File: config.mk
export PLATFORM = sky130hd
export DESIGN_NAME = dir_round_unit
export DESIGN_NICKNAME = d
export VERILOG_FILES = /design/src/rtl/rnd_pkg.sv /design/src/rtl/rnd_decide.sv /design/src/rtl/rnd_incr.sv /design/src/rtl/rnd_ovf.sv /design/src/rtl/dir_round_unit.sv
export SDC_FILE = /design/constraint.sdc
export NUM_CORES = 1
export LEC_CHECK = 0
export BUFFER_PORTS_ARGS = -buffer_cell sky130_fd_sc_hd__buf_2
export CAP_MARGIN = 20
export CORE_UTILIZATION = 42
export DETAILED_ROUTE_END_ITERATION = 16
export HOLD_SLACK_MARGIN = 0.05
export PLACE_DENSITY = 0.78
export SKIP_LAST_GASP = 1
export SYNTH_ARGS = -nofsm -noshare
export SYNTH_HDL_FRONTEND = slang
export SYNTH_SLANG_ARGS = --single-unit
File: constraint.sdc
create_clock -name clk_i -period 0.8 [get_ports clk_i]
set_clock_uncertainty 0.15 [all_clocks]
set_input_delay 0.16 -clock clk_i [delete_from_list [all_inputs] [get_ports clk_i]]
set_output_delay 0.16 -clock clk_i [all_outputs]
set_load 0.01 [all_outputs]
File: src/rtl/rnd_pkg.sv
package rnd_pkg;
  typedef enum logic [1:0] {
    RM_NEAR = 2'd0,
    RM_ZERO = 2'd1,
    RM_POS  = 2'd2,
    RM_NEG  = 2'd3
  } rnd_mode_e;
endpackage

File: src/rtl/rnd_decide.sv
module rnd_decide
  import rnd_pkg::*;
(
  input  logic      guard_i,
  input  logic      rbit_i,
  input  logic      sticky_i,
  input  logic      lsb_i,
  input  logic      sign_i,
  input  rnd_mode_e mode_i,
  output logic      bump_o,
  output logic      inexact_o
);
  logic lost;
  assign lost      = guard_i | rbit_i | sticky_i;
  assign inexact_o = lost;

  always_comb begin
    bump_o = 1'b0;
    if (lost) begin
      unique case (mode_i)
        RM_ZERO: bump_o = 1'b0;
        RM_POS:  bump_o = ~sign_i;
        RM_NEG:  bump_o = sign_i;
        default: bump_o = guard_i & (rbit_i | sticky_i | lsb_i); // ties to even
      endcase
    end
  end
endmodule

File: src/rtl/rnd_incr.sv
module rnd_incr #(
  parameter int W = 24
) (
  input  logic [W-1:0] base_i,
  input  logic         bump_i,
  output logic [W-1:0] sum_o,
  output logic         carry_o
);
  logic [W:0] c;
  assign c[0] = bump_i;

  for (genvar i = 0; i < W; i++) begin : g_chain
    assign sum_o[i] = base_i[i] ^ c[i];
    assign c[i+1]   = base_i[i] & c[i];
  end

  assign carry_o = c[W];
endmodule

File: src/rtl/rnd_ovf.sv
module rnd_ovf
  import rnd_pkg::*;
(
  input  logic      sign_i,
  input  rnd_mode_e mode_i,
  output logic      to_inf_o
);
  always_comb begin
    unique case (mode_i)
      RM_ZERO: to_inf_o = 1'b0;
      RM_POS:  to_inf_o = ~sign_i;
      RM_NEG:  to_inf_o = sign_i;
      default: to_inf_o = 1'b1;
    endcase
  end
endmodule

File: src/rtl/dir_round_unit.sv
module dir_round_unit
  import rnd_pkg::*;
#(
  parameter int MANT_W = 24
) (
  input  logic              clk_i,
  input  logic              rst_ni,
  input  logic [MANT_W+1:0] mant_i,
  input  logic              sign_i,
  input  logic              sticky_i,
  input  logic [1:0]        mode_i,
  output logic [MANT_W-1:0] mant_o,
  output logic              carry_o,
  output logic              round_up_o,
  output logic              inexact_o,
  output logic              ovf_inf_o
);
  localparam int IN_W = MANT_W + 2;

  rnd_mode_e         mode;
  logic [MANT_W-1:0] base, sum;
  logic              bump, nx, cy, to_inf;

  assign mode = rnd_mode_e'(mode_i);
  assign base = mant_i[IN_W-1:2];

  rnd_decide u_decide (
    .guard_i  (mant_i[1]),
    .rbit_i   (mant_i[0]),
    .sticky_i (sticky_i),
    .lsb_i    (base[0]),
    .sign_i   (sign_i),
    .mode_i   (mode),
    .bump_o   (bump),
    .inexact_o(nx)
  );

  rnd_incr #(.W(MANT_W)) u_incr (
    .base_i (base),
    .bump_i (bump),
    .sum_o  (sum),
    .carry_o(cy)
  );

  rnd_ovf u_ovf (
    .sign_i  (sign_i),
    .mode_i  (mode),
    .to_inf_o(to_inf)
  );

  always_ff @(posedge clk_i or negedge rst_ni) begin
    if (!rst_ni) begin
      mant_o     <= '0;
      carry_o    <= 1'b0;
      round_up_o <= 1'b0;
      inexact_o  <= 1'b0;
      ovf_inf_o  <= 1'b0;
    end else begin
      mant_o     <= sum;
      carry_o    <= cy;
      round_up_o <= bump;
      inexact_o  <= nx;
      ovf_inf_o  <= to_inf;
    end
  end
endmodule

### Yosys cells after proc, flatten, opt, wreduce, memory -nomap -nowiden

Index checks and enable logic that the tools add are counted.

| word-level totals | value |
|---|---|
| bits in registers | 28 |
| bits in latches | 0 |
| memory bits (writable) | 0 |
| ROM bits | 0 |
| bits of input ports | 32 |
| output and inout port bits | 28 |
| word-level logic and storage cells | 65 |
| memories kept | 0 |

| cells by class | value |
|---|---|
| add/subtract/negate cells | 0 |
| $mul | 0 |
| divide/modulo/power cells | 0 |
| magnitude comparators | 0 |
| equality and inequality tests | 3 |
| shift operators | 0 |
| muxes and demuxes | 3 |
| bitwise logic cells | 54 |
| reductions and logical operators | 0 |

Operators with widths:

| operator | count |
|---|---|
| bitwise AND 1 bit | 25 |
| XOR 1 bit | 24 |
| one-hot mux 1 bit (3 select lines) | 2 |
| == test 2 bit, second input constant | 2 |
| OR 1 bit | 4 |
| == test 2 x 1 -> 1 bit, second input constant | 1 |
| 2-to-1 mux 1 bit | 1 |
| inverter 1 bit | 1 |

### Longest topological paths before layout

Gate-level depths: netlist of the first run.

| depth | value |
|---|---|
| word-level depth | 29 |
| depth in mapped cells | 27 |
| depth with buffers taken out | 27 |

### Modules after synthesis

Synthesis of the first run repeated with hierarchy kept, for this count alone.

| second synthesis, totals | value |
|---|---|
| cell total of the unflattened synthesis | 61 |
| area, all modules | 1053.5 um^2 |

By module, submodules not included:

| module | times used | cells an instance | area an instance (um^2) | sequential area each (um^2) |
|---|---|---|---|---|
| dir_round_unit | 1 | 28 | 700.7 | 700.7 |
| rnd_incr | 1 | 24 | 300.3 | 0.0 |
| rnd_decide | 1 | 7 | 40.0 | 0.0 |
| rnd_ovf | 1 | 2 | 12.5 | 0.0 |

### Least setup slack after synthesis of the first run

OpenSTA, ideal clock, no wires.

| path | value |
|---|---|
| path type | input-to-reg |
| start | in mant_i[0] |
| end | reg mant_o[23] |
| setup time | 0.126 ns |
| arrival time | 4.823 ns |
| data required time | 0.524 ns |
| path slack | -4.299 ns |
| stages | 27 |
| buffers on the path | 0 |
| cell sequence | or2_1 -> nor3_1 -> nor3b_2 -> ha_1 -> ha_1 -> ha_1 -> ha_1 -> ha_1 -> ha_1 -> ha_1 -> ha_1 -> ha_1 -> ha_1 -> ha_1 -> ha_1 -> ha_1 -> ha_1 -> ha_1 -> ha_1 -> ha_1 -> ha_1 -> ha_1 -> ha_1 -> ha_1 -> ha_1 -> ha_1 -> ha_1 |

| on the way | value |
|---|---|
| cells in the longest elaborated chain, start to end | 29 |
| elaborated cells between the ends (all ways) | 31 |
| those cells by class | 2 x mux; 29 x bitwise |

Ends and longest elaborated chain:

| item | RTL line | text |
|---|---|---|
| start: declaration | dir_round_unit.sv:8 | `input logic [MANT_W+1:0] mant_i,` |
| OR 1 bit (2 in series) | rnd_decide.sv:24 | `default: bump_o = guard_i & (rbit_i \| sticky_i \| lsb_i);` |
| bitwise AND 1 bit | rnd_decide.sv:24 |  |
| one-hot mux 1 bit (3 select lines) | rnd_decide.sv:20 | `unique case (mode_i)` |
| 2-to-1 mux 1 bit (*) | rnd_decide.sv:19 | `if (lost) begin` |
| via bump | dir_round_unit.sv:22 | `logic bump, nx, cy, to_inf;` |
| bitwise AND 1 bit (*) (23 in series) | rnd_incr.sv:14 | `assign c[i+1] = base_i[i] & c[i];` |
| XOR 1 bit (*) | rnd_incr.sv:13 | `assign sum_o[i] = base_i[i] ^ c[i];` |
| via sum[23] | dir_round_unit.sv:21 | `logic [MANT_W-1:0] base, sum;` |
| end signal: assignment | dir_round_unit.sv:59 | `mant_o <= sum;` |
| end: declaration | dir_round_unit.sv:12 | `output logic [MANT_W-1:0] mant_o,` |

Mark *: on every way through the listed nets, which the timed path passes. The rest lies on a longest branch.

### Final worst setup path of the first run

Ends and elaborated chain as after synthesis.

==> results of run 1 <==
sequential cells by signal, summed over array words and instances, names as in the netlist:
signal,cells
ovf_inf_o,1
carry_o,1
inexact_o,1
round_up_o,1
mant_o,24
kinds of logic after synthesis:
| family | Yosys count | share of synthesized area (%) |
|---|---|---|
| DFF | 28 | 66.1 |
| adders and majority gates | 24 | 28.3 |
| AOI/OAI and AO/OA | 1 | 0.472 |
| xor gates and xnor gates | 1 | 1.54 |
| and+or+nand+nor | 5 | 3.54 |
repair_timing:
item                       in CTS  in global routing
buffers inserted                1                  0
pin swaps                       1                  0
setup endpoints to repair      53                 53
hold endpoints to repair       56                 28
gates resized for setup         2                  4
final cells by class:
type	count	area share, %
clock buffer	3	1.23
sequential	28	38.1
timing repair buffer	64	20.6
clock inverter	1	1.63
tap	28	1.91
multi-input combinational	31	36.5
cell usage in the layout, fill, tap and decap left out, drive strengths merged:
cell / count
dfrtp: 28
or3: 1
ha: 24
clkbuf: 3
or2: 1
dlygate4sd3: 1
nor3b: 1
bufinv: 1
nand2: 1
buf: 63
nor3: 1
xor2: 1
a21oi: 1
stage by stage:
| step | power, mW | instance area [sq um] |
|---|---|---|
| 2_1_floorplan | 1.68 | 1370 |
| 3_3_place_gp | 1.93 | 1730 |
| 3_5_place_dp | 1.97 | 1730 |
| 4_1_cts | 2.89 | 1810 |
| 5_1_grt | 3.00 | 1840 |
| 6_report | 2.85 | 1840 |
worst max path at each step:
| stage | slack (ns) | endpoint | startpoint |
|---|---|---|---|
| 2_1_floorplan | -3.82 | mant_o[23]$_DFF_PN0_ | mant_i[0] |
| 3_3_place_gp | -4.01 | mant_o[23]$_DFF_PN0_ | mant_i[0] |
| 3_5_place_dp | -4.08 | mant_o[23]$_DFF_PN0_ | mant_i[0] |
| 4_1_cts | -3.63 | mant_o[23]$_DFF_PN0_ | mant_i[0] |
| 5_1_grt | -3.69 | mant_o[23]$_DFF_PN0_ | mant_i[0] |
| 6_report | -3.62 | mant_o[23]$_DFF_PN0_ | mant_i[0] |
power groups by stage:
stage	clock network (mW)	logic, mW	registers [mW]
floorplan	0	0.0776	1.60
global placement	0	0.384	1.55
detailed placement	0	0.419	1.55
CTS	0.935	0.430	1.52
global route	0.989	0.475	1.53
finish	0.900	0.426	1.52
per-layer routing:
layer	wire (um)	up-vias	share of wire, %	global-route usage [%]
li1	-	340	-	-
met1	737	342	37	16.6
met2	1070	38	53	31.4
met3	183	2	9.1	4.64
met4	13	0	0.65	6.58
met5	0	-	0	0
==> impl_metrics.ini, run 1 <==
[status]
status = complete, but fails checks
violations = hold timing, setup timing

[setup_path]
cpLargestDelayFamily = adder cells
crit_path_top_delay_cell = or2_4
crit_buf_inv = 1
end_kind = flip-flop
crit_top_cell = ha_4
cp_slowest_stage_delay_ns = 0.25
crit_path_max_fanout = 2
required_ns = 0.93
criticalPathCategory = input pin to flip-flop
start_kind = input pin
critPathArrivalTime_ns = 4.55
cp.depth = 28

[cts]
cts-htree-levels = 1
clock-sinks = 28
cts_made_buffers = 3
holdBufCountCts = 1
cts_root_buf = clkbuf_4
cts_buffer_depth = 2
cts_tree = yes
clk_pin_slew_ns = 0.15

[timing]
fin_hold_ws_ns = -0.111
fin_crit_ns = 4.42
rsz0062_at_grt = yes
hold_violations = 26
tightest_slew_ns = 0.193
post-route-period-util_pct = 553
slew_headroom_pct = 87.1
worst_slack_ns = -3.62
setup_tns_ns = -57.80
finalSetupViolations = 53
fmax_mhz = 226
slew_viol_final = 0

[power_and_ir_drop]
swShare_pct = 22.0
power_density_nw_per_um2 = 1550
seqPwrFrac_pct = 53.5
intPower_mw = 2.22
p_switching_mw = 0.628
clock_power_share_pct = 31.6
leakagePower_nw = 0.842
pwr-share-comb_pct = 14.9
irDropWorstVdd_uv = 1060

[logic_synthesis]
synth_most_common_cell = dfrtp_1
netlist_top_cells_count = 28 x dfrtp_1, 24 x ha_1
synth_nets = 115
yosysTopAreaCellShare_pct = 66.1
synthArstFlopShare_pct = 100
yosys_warnings = 0
syn_inst = 59
syn_avg_cell_area_sq_um = 18.0
ys_seq_elements = 28
ys_seq_area_share_pct = 66.1
netlist_area_sq_um = 1060
yosys.area.top_type = dfrtp_1
synth_edf_count = 0
synth_area_leaders = dfrtp_1 66%, ha_1 28%, xor2_2 1.5%
synth_cell_types = 9
ys.flop_type = dfrtp_1

[layout]
layout-drive-gt1-share_pct = 77.2
seq_area_sq_um = 701
n_fill_cell = 132
nNetsFinal = 184
final_util_pct = 80.0
multi_input_area_sq_um = 671
insertedDiodeCount = 0
area_delta_synth_final_pct = 73.4
stdcell_count = 155

[place]
numPortBuffers = 59
pre_cts_ws_ns = -4.08
dp.cells = 149
hpwl_um = 1730
gp_congestion = 0.601

[min_path]
worstHoldPathType = input pin to flip-flop
hold_end = inexact_o$_DFF_PN0_
hold_start = sticky_i
whs_path_depth = 2

[die]
fp.dieW_um = 52.2
die_y_um = 52.2
initial_core_util_pct = 46.1
die-area_sq_um = 2730
rows = 17
fp.coreArea_sq_um = 2300
io_pins = 60

[global_route]
gr-total-overflow = 0
antenna_found_initial = 0
track_usage_pct = 16.5
grt_pass1_vias = 763
grt_max_degree = 29
grt_pass1_wl_um = 3100

[route]
dr.pass1.iters = 2
drt-wirelength-per-cell_um = 12.9
route.detailed.drc = 0
viasPerCell = 4.66
drt-initial-drc-count = 2
num_vias = 722
ant_nets = 0
wirelength_um = 2000

[flow_run]
drv_cap = 0
No activity file was read; power rests on OpenSTA's default activity.
==> inputs of run 2 (changes only) <==
--- a/config.mk
+++ b/config.mk
@@ -7,10 +7,10 @@
 export LEC_CHECK = 0
 export BUFFER_PORTS_ARGS = -buffer_cell sky130_fd_sc_hd__buf_2
 export CAP_MARGIN = 20
-export CORE_UTILIZATION = 42
+export CORE_UTILIZATION = 46
 export DETAILED_ROUTE_END_ITERATION = 16
 export HOLD_SLACK_MARGIN = 0.05
-export PLACE_DENSITY = 0.78
+export PLACE_DENSITY = 0.84
 export SKIP_LAST_GASP = 1
 export SYNTH_ARGS = -nofsm -noshare
 export SYNTH_HDL_FRONTEND = slang
==> constraint.sdc (replaced) <==
create_clock -name clk_i -period 5.6 [get_ports clk_i]
set_clock_uncertainty 0.15 [all_clocks]
set_input_delay 1.12 -clock clk_i [delete_from_list [all_inputs] [get_ports clk_i]]
set_output_delay 1.12 -clock clk_i [all_outputs]
set_load 0.01 [all_outputs]
==> impl_metrics.ini, run 2 (synthesis results as in run 1) <==
[status]
status = finished, final reports clean

[setup_path]
start_kind = input pin
crit_path_max_fanout = 2
cpLargestDelayFamily = adder cells
crit_path_top_delay_cell = ha_1
crit_top_cell = ha_4
end_kind = flip-flop
startpoint = mant_i[0]
crit_buf_inv = 1
cp_slowest_stage_delay_ns = 0.27
criticalPathCategory = input pin to flip-flop
critPathArrivalTime_ns = 5.61
required_ns = 5.65

[route]
drt-initial-drc-count = 1
ant_nets = 0
wirelength_um = 1910
viasPerCell = 4.65
route.detailed.drc = 0
wl_met2_um = 1000
drt-wirelength-per-cell_um = 12.7
top_layer = met3
num_vias = 697
wl_met3_um = 215
wirelength_met1_um = 696
dr.pass1.iters = 2

[cts]
clock-sinks = 28
cts_buffer_depth = 2
holdBufCountCts = 0
cts_tree = yes
cts_root_buf = clkbuf_4
cts_made_buffers = 3
clk_pin_slew_ns = 0.13
cts-htree-levels = 1

[global_route]
grt_pass1_wl_um = 3220
gr-total-overflow = 0
track_usage_pct = 17.9
grt_max_degree = 29
grt_pass1_vias = 788
antenna_found_initial = 0

[flow_run]
drv_cap = 0

[die]
initial_core_util_pct = 48.4
fp.dieW_um = 50
die-area_sq_um = 2500
io_pins = 60
rows = 17
fp.coreArea_sq_um = 2190
die_y_um = 50

[layout]
layout-drive-gt1-share_pct = 76.2
regMostFlops = mant_o
n_fill_cell = 132
final_cell_mix = 59 x buf_2, 28 x dfrtp_1, 21 x ha_4
design_area_sq_um = 1710
final_common_cell = buf_2
area_delta_synth_final_pct = 60.9
nNetsFinal = 180
largest_reg_flops = 24
insertedDiodeCount = 0
final_util_pct = 77.8

[timing]
tightest_slew_ns = 0.595
finalSetupViolations = 0
hold_violations = 0
slew_viol_final = 0
slew_headroom_pct = 60.4
post-route-period-util_pct = 99.2
fin_crit_ns = 5.55
fmax_mhz = 180

[place]
dpl-instance-area_sq_um = 1680
numPortBuffers = 59
gp_congestion = 0.647

[power_and_ir_drop]
leakagePower_nw = 0.793
irDropWorstVdd_uv = 196
power_density_nw_per_um2 = 204

[min_path]
worstHoldPathType = input pin to asynchronous set/reset pin
-- run 2: cell count changes in the layout (fill, tap and decap cells not counted), sizes merged --
| cell | delta |
|---|---|
| dlygate4sd3 | -1 |
| bufinv | -1 |
| buf | -3 |
-- run 2: layout make-up --
class | instances | area [sq um] | area share (%)
multi-input combinational | 31 | 644 | 37.8
timing repair buffer | 60 | 303 | 17.8
sequential | 28 | 701 | 41.1
tap | 28 | 35.0 | 2.05
clock buffer | 3 | 22.5 | 1.32
-- run 2: final timing paths --
check | cells past startpoint | slack [ns] | end
min in group clk_i | 2 | 0.85 | ovf_inf_o$_DFF_PN0_
max in group asynchronous | 1 | 4.27 | mant_o[7]$_DFF_PN0_
min | 1 | 0.65 | mant_o[16]$_DFF_PN0_
max | 28 | 0.05 | mant_o[23]$_DFF_PN0_
-- run 2: timing repair --
action / in CTS / in global routing
endpoints found under the setup margin: 0 / 1
gates resized for setup: 0 / 1
setup buffers: 0 / 0
-- run 2: routing by layer --
layer,global-route usage (%),up-vias
li1,-,333
met1,17.8,321
met2,32.2,43
met3,7.72,0
met4,7.14,0
met5,0,-
-- run 2: stage by stage --
stage	hold slack (ns)	power (mW)	setup slack, ns	cells	setup TNS (ns)
after floorplan	0.674	0.240	-0.0394	59	-0.0394
after global placement	1.00	0.273	-0.222	147	-0.414
after detailed placement	1.01	0.278	-0.301	147	-0.603
after CTS	0.651	0.355	0.0499	150	0
after global routing	0.662	0.370	-0.00589	150	-0.00589
final	0.645	0.347	0.0468	150	0
-- run 2: where the power goes --
| group | internal [mW] | switching (mW) | leakage, nW |
|---|---|---|---|
| clock | 0.0251 | 0.0500 | 0.0138 |
| sequential | 0.214 | 0.00281 | 0.327 |
| combinational | 0.0255 | 0.0294 | 0.452 |
==> inputs of run 3 (changes only) <==
--- a/config.mk
+++ b/config.mk
@@ -7,9 +7,11 @@
 export LEC_CHECK = 0
 export BUFFER_PORTS_ARGS = -buffer_cell sky130_fd_sc_hd__buf_2
 export CAP_MARGIN = 20
+export CORE_MARGIN = 3
 export CORE_UTILIZATION = 46
 export DETAILED_ROUTE_END_ITERATION = 16
 export HOLD_SLACK_MARGIN = 0.05
+export MAX_ROUTING_LAYER = met4
 export PLACE_DENSITY = 0.84
 export SKIP_LAST_GASP = 1
 export SYNTH_ARGS = -nofsm -noshare
==> impl_metrics.ini, run 3 (synthesis results as in run 1) <==
[status]
status = finished, final reports clean

[setup_path]
criticalPathCategory = input pin to flip-flop
crit_buf_inv = 1
cp_slowest_stage_delay_ns = 0.26
crit_path_max_fanout = 2
cpLargestDelayFamily = adder cells
crit_path_top_delay_cell = or2_4
required_ns = 5.66
start_kind = input pin
critPathArrivalTime_ns = 5.54
cp.depth = 28
crit_top_cell = ha_4
end_kind = flip-flop

[layout]
final_cell_mix = 59 x buf_2, 28 x dfrtp_1, 21 x ha_4
seq_area_sq_um = 701
nNetsFinal = 179
final_common_cell = buf_2
insertedDiodeCount = 0
layout-drive-gt1-share_pct = 76.0
regMostFlops = mant_o
n_fill_cell = 108
multi_input_area_sq_um = 644
design_area_sq_um = 1700
area_delta_synth_final_pct = 60.1
largest_reg_flops = 24

[die]
initial_core_util_pct = 51.4
fp.coreArea_sq_um = 2060
rows = 16
io_pins = 60
die-area_sq_um = 2920
fp.dieW_um = 54
die_y_um = 54

[timing]
fin_crit_ns = 5.48
tightest_slew_ns = 0.605
finalSetupViolations = 0
slew_headroom_pct = 59.7
fmax_mhz = 183
fin_hold_ws_ns = 0.636
slew_viol_final = 0
rsz0062_at_grt = no
post-route-period-util_pct = 97.8
hold_violations = 0

[global_route]
gr-total-overflow = 0
grt_pass1_wl_um = 3290
antenna_found_initial = 0
track_usage_pct = 16.6
grt_max_degree = 29
grt_pass1_vias = 816

[power_and_ir_drop]
irDropWorstVdd_uv = 162
power_density_nw_per_um2 = 207
leakagePower_nw = 0.788

[cts]
cts_made_buffers = 3
cts_buffer_depth = 2
clk_pin_slew_ns = 0.14
clock-sinks = 28
cts_tree = yes
cts_root_buf = clkbuf_4
postCtsSetupBuffers = 0
cts-htree-levels = 1

[place]
numPortBuffers = 59
gp_congestion = 0.603
hpwl_um = 1850
dpl-instance-area_sq_um = 1670

[route]
route.detailed.drc = 0
dr.pass1.iters = 2
drt-initial-drc-count = 3
wirelength_um = 2130
drt-wirelength-per-cell_um = 14.4
viasPerCell = 4.78
ant_nets = 0
num_vias = 708

[min_path]
worstHoldPathType = input pin to asynchronous set/reset pin

[flow_run]
drv_cap = 0
[run 3: changes by cell type in the layout (fill, tap and decap cells not counted)]
cell   previous run  this run
buf_4             1         0
[run 3: metal layers]
metal | vias to the layer above | wire length [um] | global-route usage (%)
li1 | 331 | - | -
met1 | 337 | 771 | 16.8
met2 | 40 | 1150 | 32.3
met3 | 0 | 209 | 3.32
met4 | 0 | 0 | 3.73
met5 | - | 0 | -
[run 3: final cells by class]
cell class,instances,share of cell area (%)
Multi-Input combinational cell,31,38.0
Sequential cell,28,41.3
Clock buffer,3,1.33
Timing Repair Buffer,59,17.4
Tap cell,27,1.99
[run 3: worst paths after layout]
check,startpoint,endpoint
setup / recovery,mant_i[0],mant_o[23]$_DFF_PN0_
hold / removal,rst_ni,mant_o[9]$_DFF_PN0_
max in group asynchronous,rst_ni,mant_o[22]$_DFF_PN0_
min in group clk_i,mode_i[0],ovf_inf_o$_DFF_PN0_
[run 3: what timing repair did]
action,in CTS,in global routing
resized for setup,0,1
hold buffers,0,0
setup endpoints to repair,0,1
[run 3: power by group]
| part | switching (mW) | internal [mW] | leakage [nW] |
|---|---|---|---|
| logic | 0.0299 | 0.0252 | 0.447 |
| clock network | 0.0538 | 0.0252 | 0.0138 |
| registers | 0.00247 | 0.214 | 0.327 |
[run 3: metrics by stage]
step / setup TNS (ns) / power [mW] / utilization (%) / instances / setup slack, ns
3_3_place_gp: -0.357 / 0.273 / 80.9 / 145 / -0.209
2_1_floorplan: -0.0394 / 0.240 / - / 59 / -0.0394
4_1_cts: 0 / 0.354 / 82.0 / 148 / 0.0518
3_5_place_dp: -0.626 / 0.278 / 80.9 / 145 / -0.302
6_report: 0 / 0.351 / 82.3 / 148 / 0.121
5_1_grt: 0 / 0.368 / 82.3 / 148 / 0.0276
